### config.mk
export PLATFORM = sky130hd
export DESIGN_NAME = i2c_wiper_ctrl
export DESIGN_NICKNAME = d
export VERILOG_FILES = /design/src/rtl/wiper_pkg.sv /design/src/rtl/i2c_pin_sync.sv /design/src/rtl/i2c_cmd_slave.sv /design/src/rtl/wiper_store.sv /design/src/rtl/i2c_wiper_ctrl.sv
export SDC_FILE = /design/constraint.sdc
export NUM_CORES = 1
export LEC_CHECK = 0
export BUFFER_PORTS_ARGS = -buffer_cell sky130_fd_sc_hd__buf_2
export CAP_MARGIN = 25
export CORE_ASPECT_RATIO = 0.9
export CORE_MARGIN = 2
export CORE_UTILIZATION = 55
export DETAILED_ROUTE_END_ITERATION = 8
export PLACE_DENSITY = 0.76
export SLEW_MARGIN = 5
export SYNTH_ARGS = -nofsm -noshare
export SYNTH_HDL_FRONTEND = slang
export SYNTH_HIERARCHICAL = 1
export SYNTH_SLANG_ARGS = --single-unit
### constraint.sdc
create_clock -name clk_i -period 4 [get_ports clk_i]
set_clock_uncertainty 0.1 [all_clocks]
set_input_delay 0.8 -clock clk_i [delete_from_list [all_inputs] [get_ports clk_i]]
set_output_delay 0.8 -clock clk_i [all_outputs]
set_load 0.05 [all_outputs]
### src/rtl/wiper_pkg.sv
package wiper_pkg;
  typedef enum logic [2:0] {
    OP_WIPER   = 3'b000,
    OP_SHADOW  = 3'b001,
    OP_LOCK    = 3'b010,
    OP_RSV3    = 3'b011,
    OP_NOP     = 3'b100,
    OP_RESTORE = 3'b101,
    OP_STORE   = 3'b110,
    OP_RSV7    = 3'b111
  } op_e;

  // strap {hi, lo} -> 7-bit bus address
  function automatic logic [6:0] strap_addr(logic [1:0] s);
    case (s)
      2'b00:   return 7'h18;
      2'b10:   return 7'h1A;
      2'b01:   return 7'h4C;
      default: return 7'h4E;
    endcase
  endfunction
endpackage

### src/rtl/i2c_pin_sync.sv
module i2c_pin_sync #(
  parameter int STAGES = 2
) (
  input  logic clk_i,
  input  logic rst_ni,
  input  logic scl_i,
  input  logic sda_i,
  output logic scl_o,
  output logic sda_o,
  output logic scl_rise_o,
  output logic scl_fall_o,
  output logic start_o,
  output logic stop_o
);
  logic [STAGES:0] scl_q, sda_q;

  always_ff @(posedge clk_i or negedge rst_ni) begin
    if (!rst_ni) begin
      scl_q <= '1;
      sda_q <= '1;
    end else begin
      scl_q <= {scl_q[STAGES-1:0], scl_i};
      sda_q <= {sda_q[STAGES-1:0], sda_i};
    end
  end

  logic scl_prev, sda_prev;
  assign scl_o      = scl_q[STAGES-1];
  assign sda_o      = sda_q[STAGES-1];
  assign scl_prev   = scl_q[STAGES];
  assign sda_prev   = sda_q[STAGES];
  assign scl_rise_o = scl_o & ~scl_prev;
  assign scl_fall_o = ~scl_o & scl_prev;
  assign start_o    = scl_o & scl_prev & sda_prev & ~sda_o;
  assign stop_o     = scl_o & scl_prev & ~sda_prev & sda_o;
endmodule

### src/rtl/i2c_cmd_slave.sv
module i2c_cmd_slave (
  input  logic       clk_i,
  input  logic       rst_ni,
  input  logic       scl_i,
  input  logic       sda_i,
  input  logic       scl_rise_i,
  input  logic       scl_fall_i,
  input  logic       start_i,
  input  logic       stop_i,
  input  logic [6:0] dev_addr_i,
  input  logic [7:0] rd_data_i,
  output logic       sda_oe_o,
  output logic       cmd_vld_o,
  output logic [2:0] cmd_op_o,
  output logic [7:0] cmd_data_o
);
  typedef enum logic [2:0] {S_IDLE, S_RX, S_ACK, S_TX, S_MACK, S_TXLD, S_IGN} st_e;

  st_e        state_q;
  logic [3:0] bit_cnt_q;
  logic [1:0] byte_idx_q;
  logic [7:0] shreg_q;
  logic [6:0] txreg_q;
  logic [2:0] op_q;
  logic       rw_q, oe_q, vld_q;

  always_ff @(posedge clk_i or negedge rst_ni) begin
    if (!rst_ni) begin
      state_q    <= S_IDLE;
      bit_cnt_q  <= '0;
      byte_idx_q <= '0;
      shreg_q    <= '0;
      txreg_q    <= '0;
      op_q       <= '0;
      rw_q       <= 1'b0;
      oe_q       <= 1'b0;
      vld_q      <= 1'b0;
    end else begin
      vld_q <= 1'b0;
      if (start_i) begin
        state_q    <= S_RX;
        bit_cnt_q  <= '0;
        byte_idx_q <= '0;
        oe_q       <= 1'b0;
      end else if (stop_i) begin
        state_q <= S_IDLE;
        oe_q    <= 1'b0;
      end else begin
        unique case (state_q)
          S_RX: begin
            if (scl_rise_i) begin
              shreg_q   <= {shreg_q[6:0], sda_i};
              bit_cnt_q <= bit_cnt_q + 4'd1;
            end else if (scl_fall_i && bit_cnt_q == 4'd8) begin
              bit_cnt_q <= '0;
              state_q   <= S_ACK;
              oe_q      <= 1'b1;
              unique case (byte_idx_q)
                2'd0: begin
                  if (shreg_q[7:1] == dev_addr_i) rw_q <= shreg_q[0];
                  else begin
                    state_q <= S_IGN;
                    oe_q    <= 1'b0;
                  end
                end
                2'd1: op_q <= shreg_q[7:5];  // low command bits dropped
                2'd2: vld_q <= 1'b1;
                default: begin
                  state_q <= S_IGN;
                  oe_q    <= 1'b0;
                end
              endcase
            end
          end
          S_ACK: if (scl_fall_i) begin
            if (rw_q) begin
              txreg_q   <= rd_data_i[6:0];
              oe_q      <= ~rd_data_i[7];
              bit_cnt_q <= 4'd1;
              state_q   <= S_TX;
            end else begin
              oe_q       <= 1'b0;
              byte_idx_q <= byte_idx_q + 2'd1;
              state_q    <= S_RX;
            end
          end
          S_TX: if (scl_fall_i) begin
            if (bit_cnt_q == 4'd8) begin
              oe_q    <= 1'b0;
              state_q <= S_MACK;
            end else begin
              oe_q      <= ~txreg_q[6];
              txreg_q   <= {txreg_q[5:0], 1'b0};
              bit_cnt_q <= bit_cnt_q + 4'd1;
            end
          end
          S_MACK: if (scl_rise_i) state_q <= sda_i ? S_IGN : S_TXLD;
          S_TXLD: if (scl_fall_i) begin
            txreg_q   <= rd_data_i[6:0];
            oe_q      <= ~rd_data_i[7];
            bit_cnt_q <= 4'd1;
            state_q   <= S_TX;
          end
          default: ;
        endcase
      end
    end
  end

  assign sda_oe_o   = oe_q;
  assign cmd_vld_o  = vld_q;
  assign cmd_op_o   = op_q;
  assign cmd_data_o = shreg_q;

  assert_oe_rise_scl_low_R12: assert property (@(posedge clk_i) disable iff (!rst_ni)
    $rose(oe_q) |-> !scl_i);
  assert_ignore_quiet_R2: assert property (@(posedge clk_i) disable iff (!rst_ni)
    (state_q == S_IGN) |-> !oe_q);
  assert_cmd_after_rx_R9: assert property (@(posedge clk_i) disable iff (!rst_ni)
    vld_q |-> (state_q == S_ACK) && !rw_q);
endmodule

### src/rtl/wiper_store.sv
module wiper_store
  import wiper_pkg::*;
#(
  parameter int         WIDTH     = 8,
  parameter int         STORE_CYC = 100,
  parameter logic [7:0] NV_INIT   = 8'h80
) (
  input  logic             clk_i,
  input  logic             rst_ni,
  input  logic             cmd_vld_i,
  input  logic [2:0]       cmd_op_i,
  input  logic [WIDTH-1:0] cmd_data_i,
  output logic [WIDTH-1:0] wiper_o,
  output logic             busy_o
);
  localparam int CW = $clog2(STORE_CYC + 1);

  logic [WIDTH-1:0] wiper_q, shadow_q;
  logic             lock_q;
  logic [CW-1:0]    busy_cnt_q;
  logic             busy;

  assign busy = (busy_cnt_q != '0);

  always_ff @(posedge clk_i or negedge rst_ni) begin
    if (!rst_ni) begin
      wiper_q    <= WIDTH'(NV_INIT);
      shadow_q   <= WIDTH'(NV_INIT);
      lock_q     <= 1'b0;
      busy_cnt_q <= '0;
    end else begin
      if (busy) begin
        busy_cnt_q <= busy_cnt_q - CW'(1);
        if (busy_cnt_q == CW'(1)) shadow_q <= wiper_q;
      end
      if (cmd_vld_i) begin
        case (op_e'(cmd_op_i))
          OP_LOCK:    lock_q <= cmd_data_i[0];
          OP_WIPER:   if (!lock_q) wiper_q <= cmd_data_i;
          OP_SHADOW:  if (!lock_q && !busy) shadow_q <= cmd_data_i;
          OP_RESTORE: if (!lock_q) wiper_q <= shadow_q;
          OP_STORE:   if (!lock_q && !busy) busy_cnt_q <= CW'(STORE_CYC);
          default: ;
        endcase
      end
    end
  end

  assign wiper_o = wiper_q;
  assign busy_o  = busy;

  assert_lock_freeze_R7: assert property (@(posedge clk_i) disable iff (!rst_ni)
    $past(lock_q) |-> $stable(wiper_q));
  assert_shadow_hold_R5: assert property (@(posedge clk_i) disable iff (!rst_ni)
    (busy_cnt_q > CW'(1)) |=> $stable(shadow_q));
  assert_nop_wiper_R8: assert property (@(posedge clk_i) disable iff (!rst_ni)
    cmd_vld_i && (cmd_op_i == 3'b100 || cmd_op_i == 3'b011 || cmd_op_i == 3'b111)
    |=> $stable(wiper_q));
  assert_lock_source_R7: assert property (@(posedge clk_i) disable iff (!rst_ni)
    !$stable(lock_q) |-> $past(cmd_vld_i) && $past(cmd_op_i) == 3'b010);
endmodule

### src/rtl/i2c_wiper_ctrl.sv
module i2c_wiper_ctrl
  import wiper_pkg::*;
#(
  parameter int         STORE_CYC = 100,
  parameter logic [7:0] NV_INIT   = 8'h80
) (
  input  logic       clk_i,
  input  logic       rst_ni,
  input  logic       scl_i,
  input  logic       sda_i,
  input  logic [1:0] strap_i,
  output logic       sda_oe_o,
  output logic [7:0] wiper_o,
  output logic       busy_o
);
  logic       scl_s, sda_s, scl_rise, scl_fall, start, stop;
  logic       cmd_vld;
  logic [2:0] cmd_op;
  logic [7:0] cmd_data;

  i2c_pin_sync #(.STAGES(2)) i_sync (
    .clk_i, .rst_ni, .scl_i, .sda_i,
    .scl_o(scl_s), .sda_o(sda_s), .scl_rise_o(scl_rise), .scl_fall_o(scl_fall),
    .start_o(start), .stop_o(stop)
  );

  i2c_cmd_slave i_slave (
    .clk_i, .rst_ni, .scl_i(scl_s), .sda_i(sda_s),
    .scl_rise_i(scl_rise), .scl_fall_i(scl_fall), .start_i(start), .stop_i(stop),
    .dev_addr_i(strap_addr(strap_i)), .rd_data_i(wiper_o),
    .sda_oe_o, .cmd_vld_o(cmd_vld), .cmd_op_o(cmd_op), .cmd_data_o(cmd_data)
  );

  wiper_store #(.WIDTH(8), .STORE_CYC(STORE_CYC), .NV_INIT(NV_INIT)) i_store (
    .clk_i, .rst_ni, .cmd_vld_i(cmd_vld), .cmd_op_i(cmd_op), .cmd_data_i(cmd_data),
    .wiper_o, .busy_o
  );
endmodule

==> results of run 1 <==
-- how the worst min path moves through the flow --
stage / start / endpoint / slack, ns
2_1_floorplan: i_sync/scl_q[0]$_DFF_PN1_ / i_sync/scl_q[1]$_DFF_PN1_ / 0.25
3_5_place_dp: i_sync/scl_q[0]$_DFF_PN1_ / i_sync/scl_q[1]$_DFF_PN1_ / 0.25
3_3_place_gp: i_sync/sda_q[0]$_DFF_PN1_ / i_sync/sda_q[1]$_DFF_PN1_ / 0.25
5_1_grt: i_sync/scl_q[0]$_DFF_PN1_ / i_sync/scl_q[1]$_DFF_PN1_ / 0.26
4_1_cts: i_sync/sda_q[0]$_DFF_PN1_ / i_sync/sda_q[1]$_DFF_PN1_ / 0.26
6_report: i_sync/sda_q[0]$_DFF_PN1_ / i_sync/sda_q[1]$_DFF_PN1_ / 0.25
-- Yosys cell counts, types with 2 or more instances --
master,count
buf_1,2
a211o_1,2
a31o_2,2
o31ai_1,2
clkbuf_1,6
o211a_1,2
ha_1,10
mux2i_1,25
nor4bb_1,2
nor2b_1,6
mux2_2,14
nand2b_1,3
and3b_1,2
and4b_1,2
buf_2,6
dfstp_2,8
o21ai_0,22
nor4_1,3
o21ai_1,6
buf_6,2
nand2_1,42
and2_1,2
nor3_1,6
a21oi_1,13
nand3_1,5
o2bb2ai_1,2
a21boi_0,3
conb_1,2
nor2_1,24
xor2_1,9
or4_1,2
dfrtp_1,52
inv_1,16
o311ai_0,2
nand3b_1,3
xnor2_1,4
-- area by class of cell --
class                           count  area [um^2]  area share
Timing Repair Buffer               16         82.6      0.0225
Clock inverter                      4         72.6      0.0197
Inverter                           16         60.1      0.0163
Sequential cell                    60         1510       0.411
Clock buffer                       12          145      0.0395
Multi-Input combinational cell    248         1720       0.466
Tap cell                           72         90.1      0.0245
-- worst max-delay path: stages (launching register included) --
cell     delay, ns
dfrtp_1       0.42
inv_1         0.08
ha_1          0.24
or3b_4        0.43
nor2_2        0.15
inv_1         0.11
buf_2         0.23
-- layer usage --
layer | wire, um | share of wire
met1 | 3180 | 0.49
met2 | 2950 | 0.45
met3 | 348 | 0.053
met4 | 63 | 0.0096
met5 | 0 | 0
-- through the flow --
stage	std cells	cell area, um^2	setup WS [ns]	power [mW]
final	428	3680	1.11	2.04
after global routing	428	3680	0.963	2.17
after CTS	428	3680	1.07	2.05
after detailed placement	412	3460	1.42	1.44
after global placement	412	3460	1.44	1.43
after floorplan	340	3370	1.60	1.31
-- placed cells by master (no fill, tap or decap), types with 4 or more instances in the layout --
cell / netlist / layout
mux2i_1: 25 / 25
buf_2: 6 / 15
nand2_1: 42 / 42
mux2_2: 14 / 14
nor2_1: 24 / 24
o21ai_1: 6 / 6
dfstp_2: 8 / 8
xor2_1: 9 / 9
clkbuf_8: 0 / 10
a21oi_1: 13 / 13
nor2b_1: 6 / 6
dfrtp_1: 52 / 52
xnor2_1: 4 / 4
nand3_1: 5 / 5
inv_1: 16 / 16
o21ai_0: 22 / 22
ha_1: 10 / 10
nor3_1: 6 / 6
-- report_power, final --
part	switching (mW)	internal, mW	total [mW]
clock network	0.227	0.367	0.594
logic	0.353	0.284	0.637
registers	0.139	0.671	0.810
-- cells by family (layout without fill, tap and decap cells) --
logic type,after synthesis,in the layout,share of synthesized area
simple gates,114,114,0.177
compound gates,69,69,0.138
flops,60,60,0.449
mux,39,39,0.121
buf+inv,32,48,0.0424
xor+xnor,13,13,0.0338
fa+ha+maj,10,10,0.0372
other cells,2,3,0.00223
-- sequential cells by signal, indices dropped and copies added (netlist names), 2 cells and up --
signal / count
i_slave/txreg_q: 7
i_slave/cmd_data_o: 8
i_slave/byte_idx_q: 2
i_sync/sda_q: 3
i_sync/scl_q: 3
i_slave/cmd_op_o: 3
i_slave/bit_cnt_q: 4
i_slave/state_q: 3
i_store/wiper_o: 8
i_store/busy_cnt_q: 7
i_store/shadow_q: 8
==> run_results.csv, run 1 <==
group,metric,value,unit
outcome,status,"finished, final reports clean",
clocking,cts_tree,"done",
die,dieWidth,86.5,um
sta,setup_tns,0,ns
place,hpwl,4610,um
layout,syn_to_final_growth,9.26,%
worst_setup_path,reg2regPathDepth,5,
grt,use_met3,0.0589,
die,die_area,0.00676,mm^2
grt,grt_pass1_vias,2363,
power,ir_drop,0.252,mV
layout,finalNetCount,367,
layout,finish.utilization,0.612,
sta,max-slew-margin-rel,0.423,
sta,fmax,346,MHz
clocking,cts_setup_buffers,0,
routing,final_antenna_net_count,0,
sta,finalSetupViolCount,0,
layout,nFillCells,516,
synth,synthTopCellsByArea,"dfrtp_1, mux2i_1, dfstp_2",
sta,worst_pin_slew,0.866,ns
sta,timing.hold.ws,0.253,ns
synth,yosys_most_used_dff,"dfrtp_1",
sta,final-max-slew-violation-count,0,
clocking,hold_buffers,0,
layout,final_layout_size_suffix_gt1_frac,0.171,
worst_setup_path,crit_fanout,6,
clocking,clk_latency,0.33,ns
die,io_pins,16,
worst_setup_path,required,3.10,ns
layout,diodes,0,
synth,yosys_warnings,6,
clocking,cts_buffer_depth,2,
grt,grt_pass1_wl,11400,um
routing,first_iter_violations,312,
clocking,clkSinkCount,60,
power,power_leakage,1.82,nW
clocking,cts_buffers,9,
worst_setup_path,crit_path_start_kind,"flip-flop",
clocking,clk_pin_slew,0.06,ns
grt,antenna_found_initial,0,
worst_setup_path,crit_path_end,"busy_o",
grt,grt_usage,0.213,
grt,grt_max_degree,41,
synth,syn_inst,339,
die,core,0.00601,mm^2
synth,netlist_area,0.00337,mm^2
grt,grt.overflow.total,0,
worst_setup_path,crit_path_start,"i_store/busy_cnt_q[0]$_DFF_PN0_",
routing,vias,2463,
worst_setup_path,end_kind,"output port",
routing,drc,0,
sta,final-hold-violation-count,0,
worst_setup_path,rr_startpoint,"i_sync/scl_q[2]$_DFF_PN1_",
power,power-per-cell-area,555,mW/mm^2
synth,yosysSeqAreaShare,0.449,
synth,syn_area_per_cell,9.93,um^2
die,die_y,78.2,um
clocking,root_buffer,"clkbuf_8",
synth,synth_edf_count,0,
grt,top_usage_layer,"met2",
clocking,htree_num_levels,3,
sta,layout_min_cycle_time,2.89,ns
place,routabilityCongestion,0.892,
routing,viasPerCell,5.75,
worst_setup_path,r2r_end,"i_slave/txreg_q[6]$_DFFE_PN0P_",
sta,finalCritPeriodShare,0.723,
place,port_buffers,15,
worst_setup_path,r2r_slack,1.40,ns
grt,globalRouteMet2Util,0.318,
worst_setup_path,arrival,1.99,ns
routing,wl_per_cell,15.3,um
sta,rsz0062_at_grt,"false",
synth,ys_ff_latch,60,
synth,yosys.area.top_type,"dfrtp_1",
synth,async_flop_share,1.00,
synth,netlist.area_leader.share,0.387,
die,row_count,27,
routing,finalWirelength,6540,um
hold_path,hold_depth,0,
hold_path,hold_class,"reg -> reg",
worst_setup_path,path_class,"reg -> out",
synth,synth.distinct_cells,61,
run,maxCapViolations,0,
die,start_util,0.560,
routing,drt_pass1_iterations,4,
clocking,cts_resized,0,
grt,met1_usage,0.305,
Note: power is estimated with default switching activity, not from simulation.
==> run 2: changes to the inputs <==
Clock period 4 ns to 2.99 ns, I/O delays scaled along.
==> run_results.csv, run 2 (synthesis gave the netlist of run 1 again) <==
group,metric,value,unit
sta,layout_min_cycle_time,2.70,ns
die,die_y,78.2,um
sta,final-hold-violation-count,0,
layout,syn_to_final_growth,9.93,%
worst_setup_path,arrival,2.01,ns
clocking,cts_resized,0,
power,swShare,0.358,
power,comb_power_share,0.338,
worst_setup_path,reg2regPathDepth,6,
place,dp.cells,417,
layout,final_design_area_no_fill,0.00370,mm^2
die,row_count,27,
routing,wl_per_cell,15.2,um
die,io_pins,16,
worst_setup_path,path_class,"reg -> out",
layout,final_layout_size_suffix_gt1_frac,0.186,
grt,use_met3,0.0547,
sta,final-max-slew-violation-count,0,
worst_setup_path,end_kind,"output port",
place,placed_area,0.00350,mm^2
place,hpwl,4760,um
die,die_area,0.00676,mm^2
power,ir_drop,0.415,mV
clocking,clk_pin_slew,0.07,ns
grt,globalRouteMet2Util,0.318,
layout,mostFrequentLayoutCells,"dfrtp_1, nand2_1, mux2i_1",
sta,fmax,370,MHz
routing,finalWirelength,6570,um
sta,worst_pin_slew,0.762,ns
sta,setup_tns,0,ns
grt,antenna_found_initial,0,
layout,diodes,0,
worst_setup_path,required,2.29,ns
sta,rsz0062_at_grt,"false",
routing,drc,0,
grt,grt_pass1_wl,11500,um
clocking,clkSinkCount,60,
routing,viasPerCell,5.69,
clocking,cts_tree,"done",
hold_path,hold_class,"in -> async",
clocking,root_buffer,"clkbuf_8",
routing,first_iter_violations,294,
grt,grt.overflow.total,0,
die,start_util,0.560,
routing,vias,2465,
power,clkPwrFrac,0.273,
sta,finalCritPeriodShare,0.904,
power,power-per-cell-area,726,mW/mm^2
sta,fin_ws,0.287,ns
place,port_buffers,15,
clocking,clk_latency,0.33,ns
clocking,htree_num_levels,3,
worst_setup_path,crit_fanout,6,
grt,met1_usage,0.309,
routing,final_antenna_net_count,0,
clocking,cts_setup_buffers,0,
die,core,0.00601,mm^2
die,dieWidth,86.5,um
worst_setup_path,r2r_end,"i_slave/txreg_q[5]$_DFFE_PN0P_",
power,p_switching,0.962,mW
run,maxCapViolations,0,
grt,grt_max_degree,31,
grt,top_usage_layer,"met2",
worst_setup_path,crit_path_start_kind,"flip-flop",
sta,max-slew-margin-rel,0.488,
layout,finish.utilization,0.615,
clocking,cts_buffers,9,
power,p_seq_frac,0.389,
clocking,hold_buffers,0,
layout,finalNonFillerCells,433,
worst_setup_path,rr_startpoint,"i_sync/sda_q[1]$_DFF_PN1_",
grt,grt_usage,0.218,
outcome,status,"finished, final reports clean",
place,routabilityCongestion,0.961,
worst_setup_path,r2r_slack,0.49,ns
power,p_int,1.72,mW
layout,finalNetCount,372,
grt,grt_pass1_vias,2409,
layout,layout_commonest_cell,"dfrtp_1",
routing,drt_pass1_iterations,4,
clocking,cts_buffer_depth,2,
power,power_leakage,1.84,nW
sta,finalSetupViolCount,0,
place,place_ws,0.513,ns
==> run 2: cell types whose count changed in the layout (fill, tap and decap cells not counted), sizes merged <==
cell    change
buf         +5
bufinv      -1
clkinv      +1
==> run 2: layout make-up <==
type	instances	area, um^2
Tap cell	72	90.1
Timing Repair Buffer	21	120
Inverter	16	60.1
Clock inverter	4	47.5
Clock buffer	12	155
Multi-Input combinational cell	248	1720
Fill cell	492	2310
Sequential cell	60	1510
==> run 2: how the worst max path moves through the flow <==
stage,startpoint,to,slack (ns),depth (start not counted)
after floorplan,i_sync/sda_q[1]$_DFF_PN1_,i_slave/txreg_q[3]$_DFFE_PN0P_,0.76,7
after global placement,i_sync/sda_q[1]$_DFF_PN1_,i_slave/txreg_q[6]$_DFFE_PN0P_,0.61,6
after detailed placement,i_sync/sda_q[1]$_DFF_PN1_,i_slave/txreg_q[0]$_DFFE_PN0P_,0.51,6
after CTS,i_store/busy_cnt_q[0]$_DFF_PN0_,busy_o,0.26,6
after global routing,i_store/busy_cnt_q[1]$_DFF_PN0_,busy_o,0.16,6
final,i_store/busy_cnt_q[1]$_DFF_PN0_,busy_o,0.29,6
==> run 2: critical path, cell delays in order, from the launching register on <==
cell	delay, ns
dfrtp_1	0.41
inv_1	0.09
ha_1	0.26
or3b_4	0.43
nor2_2	0.13
inv_1	0.12
buf_2	0.23
==> run 2: power groups by stage <==
stage               registers (mW)  logic (mW)  clock network (mW)
floorplan                     1.00       0.754                   0
global placement              1.05       0.892                   0
detailed placement            1.06       0.895                   0
CTS                           1.05       0.901               0.758
global route                  1.07        1.02               0.792
finish                        1.05       0.908               0.734
==> run 2: through the flow <==
step           power [mW]  hold slack (ns)
2_1_floorplan        1.76            0.202
3_3_place_gp         1.95            0.246
3_5_place_dp         1.96            0.248
4_1_cts              2.71            0.195
5_1_grt              2.87            0.241
6_report             2.69            0.189
==> run 2: layer usage <==
| layer | share of wire | up-vias |
|---|---|---|
| li1 | - | 1225 |
| met1 | 0.48 | 1182 |
| met2 | 0.46 | 48 |
| met3 | 0.042 | 10 |
| met4 | 0.018 | 0 |
| met5 | 0 | - |
